File: src/rtl/bias_ctrl_pkg.sv
package bias_ctrl_pkg;
  // strobes from control to datapath, valid for one clock
  typedef struct packed {
    logic shiftEn;  // take one serial bit
    logic commit;   // load shifted byte into level register
    logic oscTick;  // switching oscillator edge
  } ctlStrobe_t;
endpackage

File: src/rtl/bias_ctrl_sync.sv
module bias_ctrl_sync #(
  parameter int WIDTH = 1,
  parameter int STAGES = 2,
  parameter logic [WIDTH-1:0] RST_VAL = '0
) (
  input  logic             clk,
  input  logic             rstN,
  input  logic [WIDTH-1:0] asyncIn,
  output logic [WIDTH-1:0] syncOut
);
  logic [WIDTH-1:0] stage [STAGES];

  for (genvar g = 0; g < STAGES; g++) begin : gStage
    if (g == 0) begin : gFirst
      always_ff @(posedge clk or negedge rstN) begin
        if (!rstN) stage[g] <= RST_VAL;
        else       stage[g] <= asyncIn;
      end
    end else begin : gNext
      always_ff @(posedge clk or negedge rstN) begin
        if (!rstN) stage[g] <= RST_VAL;
        else       stage[g] <= stage[g-1];
      end
    end
  end

  assign syncOut = stage[STAGES-1];
endmodule

File: src/rtl/bias_ctrl_ctl.sv
module bias_ctrl_ctl
  import bias_ctrl_pkg::*;
#(
  parameter int CODE_W = 8,
  parameter int SYNC_STAGES = 2,
  parameter int OSC_DIV = 16
) (
  input  logic       clk,
  input  logic       rstN,
  input  logic       spiCsN,
  input  logic       spiSclk,
  output ctlStrobe_t strobe
);
  localparam int CNT_W = $clog2(CODE_W + 1) + 1;
  localparam logic [CNT_W-1:0] CNT_MAX = '1;
  localparam logic [CNT_W-1:0] CNT_FULL = CNT_W'(CODE_W);
  localparam int OSC_W = (OSC_DIV > 2) ? $clog2(OSC_DIV) : 1;
  localparam logic [OSC_W-1:0] OSC_LAST = OSC_W'(OSC_DIV - 1);

  logic csSync, sclkSync;
  logic csPrev, sclkPrev;
  logic sclkRise, csFall, csRise;
  logic [CNT_W-1:0] bitCnt;
  logic [OSC_W-1:0] oscCnt;

  bias_ctrl_sync #(.WIDTH(2), .STAGES(SYNC_STAGES), .RST_VAL(2'b10)) uPortSync (
    .clk(clk), .rstN(rstN),
    .asyncIn({spiCsN, spiSclk}),
    .syncOut({csSync, sclkSync})
  );

  always_ff @(posedge clk or negedge rstN) begin
    if (!rstN) begin
      csPrev   <= 1'b1;
      sclkPrev <= 1'b0;
    end else begin
      csPrev   <= csSync;
      sclkPrev <= sclkSync;
    end
  end

  assign sclkRise = sclkSync & ~sclkPrev & ~csSync;
  assign csFall   = ~csSync & csPrev;
  assign csRise   = csSync & ~csPrev;

  // edge counter, saturates so long transfers never alias to a full byte
  always_ff @(posedge clk or negedge rstN) begin
    if (!rstN)                              bitCnt <= '0;
    else if (csFall)                        bitCnt <= '0;
    else if (sclkRise && bitCnt != CNT_MAX) bitCnt <= bitCnt + 1'b1;
  end

  always_ff @(posedge clk or negedge rstN) begin
    if (!rstN)                 oscCnt <= '0;
    else if (oscCnt == OSC_LAST) oscCnt <= '0;
    else                       oscCnt <= oscCnt + 1'b1;
  end

  always_comb begin
    strobe.shiftEn = sclkRise;
    strobe.commit  = csRise && (bitCnt == CNT_FULL);
    strobe.oscTick = (oscCnt == OSC_LAST);
  end
endmodule

File: src/rtl/bias_ctrl_dp.sv
module bias_ctrl_dp
  import bias_ctrl_pkg::*;
#(
  parameter int CODE_W = 8,
  parameter int SYNC_STAGES = 2
) (
  input  logic              clk,
  input  logic              rstN,
  input  ctlStrobe_t        strobe,
  input  logic              spiDin,
  input  logic              limitHit,
  input  logic              powerGood,
  output logic [CODE_W-1:0] levelCode,
  output logic              convEnable,
  output logic              compDischarge,
  output logic              limitFlagN
);
  localparam logic [CODE_W-1:0] RESET_CODE = '1;

  logic dinSync, limSync, pgSync;
  logic [CODE_W-1:0] shiftReg;

  bias_ctrl_sync #(.WIDTH(3), .STAGES(SYNC_STAGES), .RST_VAL(3'b000)) uDataSync (
    .clk(clk), .rstN(rstN),
    .asyncIn({spiDin, limitHit, powerGood}),
    .syncOut({dinSync, limSync, pgSync})
  );

  always_ff @(posedge clk or negedge rstN) begin
    if (!rstN)               shiftReg <= '0;
    else if (strobe.shiftEn) shiftReg <= {shiftReg[CODE_W-2:0], dinSync};
  end

  always_ff @(posedge clk or negedge rstN) begin
    if (!rstN)              levelCode <= RESET_CODE;
    else if (strobe.commit) levelCode <= shiftReg;
  end

  // flag moves only with the switching oscillator to keep it quiet
  always_ff @(posedge clk or negedge rstN) begin
    if (!rstN)               limitFlagN <= 1'b1;
    else if (strobe.oscTick) limitFlagN <= ~limSync;
  end

  assign convEnable    = pgSync & (|levelCode);
  assign compDischarge = ~convEnable;
endmodule

File: src/rtl/bias_ctrl_core.sv
module bias_ctrl_core #(
  parameter int CODE_W = 8,
  parameter int SYNC_STAGES = 2,
  parameter int OSC_DIV = 16
) (
  input  logic              clk,
  input  logic              rstN,
  input  logic              spiCsN,
  input  logic              spiSclk,
  input  logic              spiDin,
  input  logic              limitHit,
  input  logic              powerGood,
  output logic [CODE_W-1:0] levelCode,
  output logic              convEnable,
  output logic              compDischarge,
  output logic              limitFlagN,
  output logic              oscTick
);
  bias_ctrl_pkg::ctlStrobe_t strobe;

  bias_ctrl_ctl #(.CODE_W(CODE_W), .SYNC_STAGES(SYNC_STAGES), .OSC_DIV(OSC_DIV)) uCtl (
    .clk(clk), .rstN(rstN), .spiCsN(spiCsN), .spiSclk(spiSclk), .strobe(strobe)
  );

  bias_ctrl_dp #(.CODE_W(CODE_W), .SYNC_STAGES(SYNC_STAGES)) uDp (
    .clk(clk), .rstN(rstN), .strobe(strobe), .spiDin(spiDin),
    .limitHit(limitHit), .powerGood(powerGood), .levelCode(levelCode),
    .convEnable(convEnable), .compDischarge(compDischarge), .limitFlagN(limitFlagN)
  );

  assign oscTick = strobe.oscTick;
endmodule

File: config.mk
export PLATFORM = sky130hd
export DESIGN_NAME = bias_ctrl_core
export DESIGN_NICKNAME = d
export VERILOG_FILES = /design/src/rtl/bias_ctrl_pkg.sv /design/src/rtl/bias_ctrl_sync.sv /design/src/rtl/bias_ctrl_ctl.sv /design/src/rtl/bias_ctrl_dp.sv /design/src/rtl/bias_ctrl_core.sv
export SDC_FILE = /design/constraint.sdc
export NUM_CORES = 1
export LEC_CHECK = 0
export BUFFER_PORTS_ARGS = -buffer_cell sky130_fd_sc_hd__buf_2
export CORE_MARGIN = 10
export CORE_UTILIZATION = 35
export DETAILED_ROUTE_END_ITERATION = 10
export PLACE_DENSITY = 0.63
export RECOVER_POWER = 25
export SYNTH_ARGS = -nofsm -noshare
export SYNTH_HDL_FRONTEND = slang
export SYNTH_SLANG_ARGS = --single-unit
File: constraint.sdc
create_clock -name clk -period 6.7 [get_ports clk]
set_clock_uncertainty 0.2 [all_clocks]
set_input_delay 0.335 -clock clk [delete_from_list [all_inputs] [get_ports clk]]
set_output_delay 0.335 -clock clk [all_outputs]
set_load 0.05 [all_outputs]
-- Yosys cells after proc, flatten, opt, wreduce, memory -nomap -nowiden
Cells that the tools add are included.
- bits in registers: 38
- input port bits: 7
- reduce and logical (&&, ||, !) cells: 4
- bitwise operators: 10
- $add $sub $neg: 2
- mux-type cells: 3
- equality and inequality tests: 3
- operators with widths (cell ; number):
    5-bit 2-to-1 mux ; 2
    8-bit OR reduction ; 1
    5-bit by 1-bit adder with 5-bit output (second input constant) ; 1
    1-bit bitwise AND ; 5
    5-bit by 4-bit == test with 1-bit output (second input constant) ; 1
    5-bit != test (second input constant) ; 1
    1-bit inverter ; 5
    4-bit by 1-bit adder with 4-bit output (second input constant) ; 1
    4-bit == test (second input constant) ; 1
    4-bit 2-to-1 mux ; 1
    1-bit logical AND ; 2
    2-bit nonzero test ; 1

-- Logic depth before layout (Yosys ltp)
- depth in word-level cells: 6
- mapped depth: 7

-- By module
Synthesis repeated with hierarchy kept, for this count alone.
- cells, all modules: 105
- area total of the unflattened synthesis: 1507.7 sq um
- modules (own cells, without submodules) (module ; area each (sq um) ; seq. area each (sq um) ; instances ; cells each):
    bias_ctrl_dp ; 671.9 ; 436.7 ; 1 ; 41
    bias_ctrl_ctl ; 545.5 ; 276.5 ; 1 ; 49
    bias_ctrl_sync at uDp.uDataSync ; 172.7 ; 150.1 ; 1 ; 9
    bias_ctrl_sync at uCtl.uPortSync ; 117.6 ; 102.6 ; 1 ; 6

-- Worst setup path after synthesis
No wires, ideal clock.
- path type: register to register
- from: register uCtl.bitCnt[0]
- to: register uCtl.bitCnt[2]
- stages on the path, launching flop included: 8
- path slack: 4.372 ns
- arrival: 2.062 ns
- setup time: 0.066 ns
- clock period less this slack: 2.328 ns
- path through: dfrtp_1 -> ha_1 -> and3_1 -> ha_1 -> or4b_1 -> buf_2 -> or4b_1 -> nand2_1
- cells in the longest elaborated chain, start to end: 3
- elaborated cells between the ends (all ways): 6
- RTL lines (what ; RTL line ; text):
    start, declared ; bias_ctrl_ctl.sv:23 ; logic [CNT_W-1:0] bitCnt;
    start signal, assigned ; bias_ctrl_ctl.sv:50 ; else if (sclkRise && bitCnt != CNT_MAX) bitCnt <= bitCnt + 1'b1;
    5-bit by 1-bit adder with 5-bit output or 5-bit != test (tied branches) ; bias_ctrl_ctl.sv:50 ;
    5-bit 2-to-1 mux or 1-bit logical AND (tied branches) ; bias_ctrl_ctl.sv:50 ;
    5-bit 2-to-1 mux or 2-bit nonzero test (tied branches) ; n/a ;
Several ways; a longest one is shown, not always the timed one. The select of a mux whose other input is x is not followed.
A chain may end at the register's enable or synchronous reset.

-- Worst setup path in the final report
Same ends and word-level chain as after synthesis.

==> results.md <==
- Placer congestion estimate: 0.685
- Row cnt: 23
- Hpwl dp: around 1600 um
- Setup ws final: about 4200 ps
- Maximum vdd ir drop: ~0.15 mV
- Pin count of the biggest net entering global routing: 39
- Clock transition at path regs: ~70 ps
- Setup TNS: 0 ps
- Status: finished with violations
- Critical Path, Cell by Cell: ha_1, and3_1, ha_1, or4b_1, or4b_1, nand2_1
- Synth Instances: 98
- Vias: 815
- Clk pwr share: 0.381
- Area grow syn2layout: 21.8%
- Synth Cell Area: between 0.001 and 0.0015 mm2
- Relative slew slack: -0.270
- Switch Pwr: between 0.1 and 0.15 mW
- DR WL/cell: between 10 and 15 um
- Synth cell types: 26
- Power Dens Cells: roughly 280 mW/mm2
- Postcts setup bufs: 0
- Die Area: between 0.007 and 0.008 mm2
- Final setup fails: 0
- Ys Warns: 0
- CP peak stage delay: approximately 630 ps
- Req. time, crit path: 6730 ps
- Root buffer cell: clkbuf_8
- Area occupied by multi-input gates: between 400 and 500 um2
- WHS Path Cells: 0
- Starting Density: 0.361
- Ports: 19
- Worst Max-Slew Pin Slew: between 1500 and 2000 ps
- Leakage: slightly above 0.8 nW
- Die Ht: 84.0 um
- Flop pwr share: 0.550
- Post-route ant nets: 0
- Seq cells post-synth: 38
- Pint: 0.387 mW
- Layout cells sized above 1: 0.395
- Antenna violations before repair: 0
- Longest Clk Path Bufs: 2
- Drt total wl: about 2300 um
- Hold buffer count at CTS: 6
- Residual DRC: 0
- Period utilization: 0.371
- Area leader, netlist: dfrtp_1
- Latest clock arrival within the worst-skew pair: approximately 290 ps
- Max-cap violations: 1
- R2R depth: 6
- Kind of start point of the critical path: flop
- Post-layout net count: 139
- Fmax: slightly above 0.4 GHz
- Gr ovfl total: 0
- Vias in the first global route: approximately 900
- Die Wd: 84.0 um
- Sequential-to-total area share from yosys stat: 0.673
- Hold Crit Start: uCtl.uPortSync.stage[2]
- Reg2reg end: uCtl.bitCnt[2]
- Global-route wire length before repair: approximately 4000 um
- Tot GR Track Use: 0.0697
- Share of the synthesized area in the top cell type: 0.453
- CP Max Fanout: 9
- H-tree depth: 2
- CTS tree: yes
- Final Hold Viols: 0
- Fillers: 369
- Pre-Repair DR Iteration Count: 4
- CP startpoint: uCtl.bitCnt[0]
- Combinational power share: 0.069
- R2R setup slack: around 4200 ps
- Delay-heaviest family, CP: simple AND/OR/NAND/NOR gates
- Min Tclk post-route: approximately 2500 ps
- Critical path class: reg2reg
- Slew Viols, Final: 39
- Core Area: between 0.003 and 0.004 mm2
- Worst Hold Endpoint: uCtl.uPortSync.syncOut[0]
- Net Sw Frac: 0.214
- Synth top area cells: dfrtp_1 45%, dfstp_2 22%, mux2_2 13%
- Hold Crit Class: reg2reg
- First-iteration detailed-routing DRC count: 43
- Crit path buf inv count: 0
- IO Port Bufs: 18
- Syn_nets: 109
- Total CTS buffers: 5
- Failing checks: capacitance limit, slew limit
- Reg-to-reg startpoint: uCtl.bitCnt[0]
- Via/cell ratio: 4.55
- Reg area: 966 um2
- # resized after CTS: 0
- Arr. time, crit path: ~2500 ps
- Critical path endpoint category: flop
- Worst slack, placed: between 4000 and 5000 ps
- RSZ-0062 raised after global routing: false
- Antenna Diode Count: 0
- Crit-path slowest cell: or4b_1
- Sink Count: 38
- Syn avg cell area: 14.6 um2
[cell families after synthesis]
kind of cell | synth area share
multiplexers | 0.133
buffers and inverters | 0.0166
AO/OA/AOI/OAI | 0.0436
flip-flops | 0.673
adder cells (fa/ha/maj) | 0.0349
AND/OR/NAND/NOR | 0.0933
XOR/XNOR | 0.00610
[worst max-delay path by stage]
stage / slack, ps / end / depth (start not counted)
after detailed placement: 4240 / uCtl.bitCnt[2] / 6
after floorplan: 4370 / uCtl.bitCnt[2] / 7
final: 4210 / uCtl.bitCnt[2] / 6
after global placement: 4310 / uCtl.bitCnt[2] / 6
after CTS: 4210 / uCtl.bitCnt[2] / 6
after global routing: 3890 / uCtl.bitCnt[2] / 2
[final cells by class]
cell class              count  share of cell area
flip-flops and latches     38               0.553
well taps                  50              0.0358
multi-input cells          54               0.255
clock inverters             1              0.0172
clock buffers               7              0.0437
repair buffers             24              0.0852
inverters                   5              0.0107
[cells in the final DEF (no fill, tap or decap), types with 2 or more instances in the layout]
master	n
dlygate4sd3_1	6
ha_1	4
clkbuf_8	5
dfstp_2	11
inv_1	5
dfrtp_1	26
mux2_2	16
nand2_1	5
nor2_1	2
nor4_1	2
buf_2	17
nand3_1	4
o21ai_0	5
or4b_1	2
clkbuf_1	3
[power groups by stage]
stage	Sequential [mW]	Clock [mW]	Combinational [mW]
2_1_floorplan	0.271	0	0.0226
3_3_place_gp	0.275	0	0.0307
3_5_place_dp	0.276	0	0.0322
4_1_cts	0.271	0.193	0.0349
5_1_grt	0.275	0.204	0.0389
6_report	0.271	0.188	0.0341
[cell usage after synthesis (all sizes together)]
library cell	n
dfrtp	26
mux2	16
dfstp	12
inv	5
nand2	5
o21ai	5
ha	4
nand3	4
nor2	2
nor4	2
or4b	2
a21boi	1
a21oi	1
a32o	1
and2	1
and3	1
buf	1
mux2i	1
nand2b	1
nand3b	1
nor3b	1
nor4bb	1
o211ai	1
o31ai	1
or3	1
xor2	1
[through the flow]
| step | util | instances | power (mW) | hold slack, ps | instance area [um2] |
|---|---|---|---|---|---|
| after floorplan | - | 98 | 0.293 | -161 | 1440 |
| after global placement | 0.399 | 165 | 0.305 | 132 | 1580 |
| after detailed placement | 0.399 | 165 | 0.308 | 136 | 1580 |
| after CTS | 0.440 | 179 | 0.499 | 154 | 1750 |
| after global routing | 0.440 | 179 | 0.518 | 172 | 1750 |
| final | 0.440 | 179 | 0.493 | 152 | 1750 |
[routing by layer]
metal	track usage	vias up	share of wire
li1	-	402	-
met1	0.0730	393	0.45
met2	0.110	13	0.48
met3	0.0342	7	0.046
met4	0.0411	0	0.022
met5	0	-	0
[flip-flops by register name, indices dropped and copies added (netlist names)]
| signal | cells |
|---|---|
| uCtl.csPrev | 1 |
| uCtl.uPortSync.syncOut | 2 |
| uDp.limitFlagN | 1 |
| uDp.uDataSync.syncOut | 3 |
| uCtl.uPortSync.stage | 2 |
| uCtl.sclkPrev | 1 |
| uDp.uDataSync.stage | 3 |
| uDp.levelCode | 8 |
| uCtl.oscCnt | 4 |
| uDp.shiftReg | 8 |
| uCtl.bitCnt | 5 |
[worst reg2reg max path, stage by stage (launching register included)]
cell     delay (ps)
dfrtp_1         430
ha_1            230
and3_1          180
ha_1            170
or4b_1          630
or4b_1          510
nand2_1          70
Note: power is estimated with default switching activity, not from simulation.
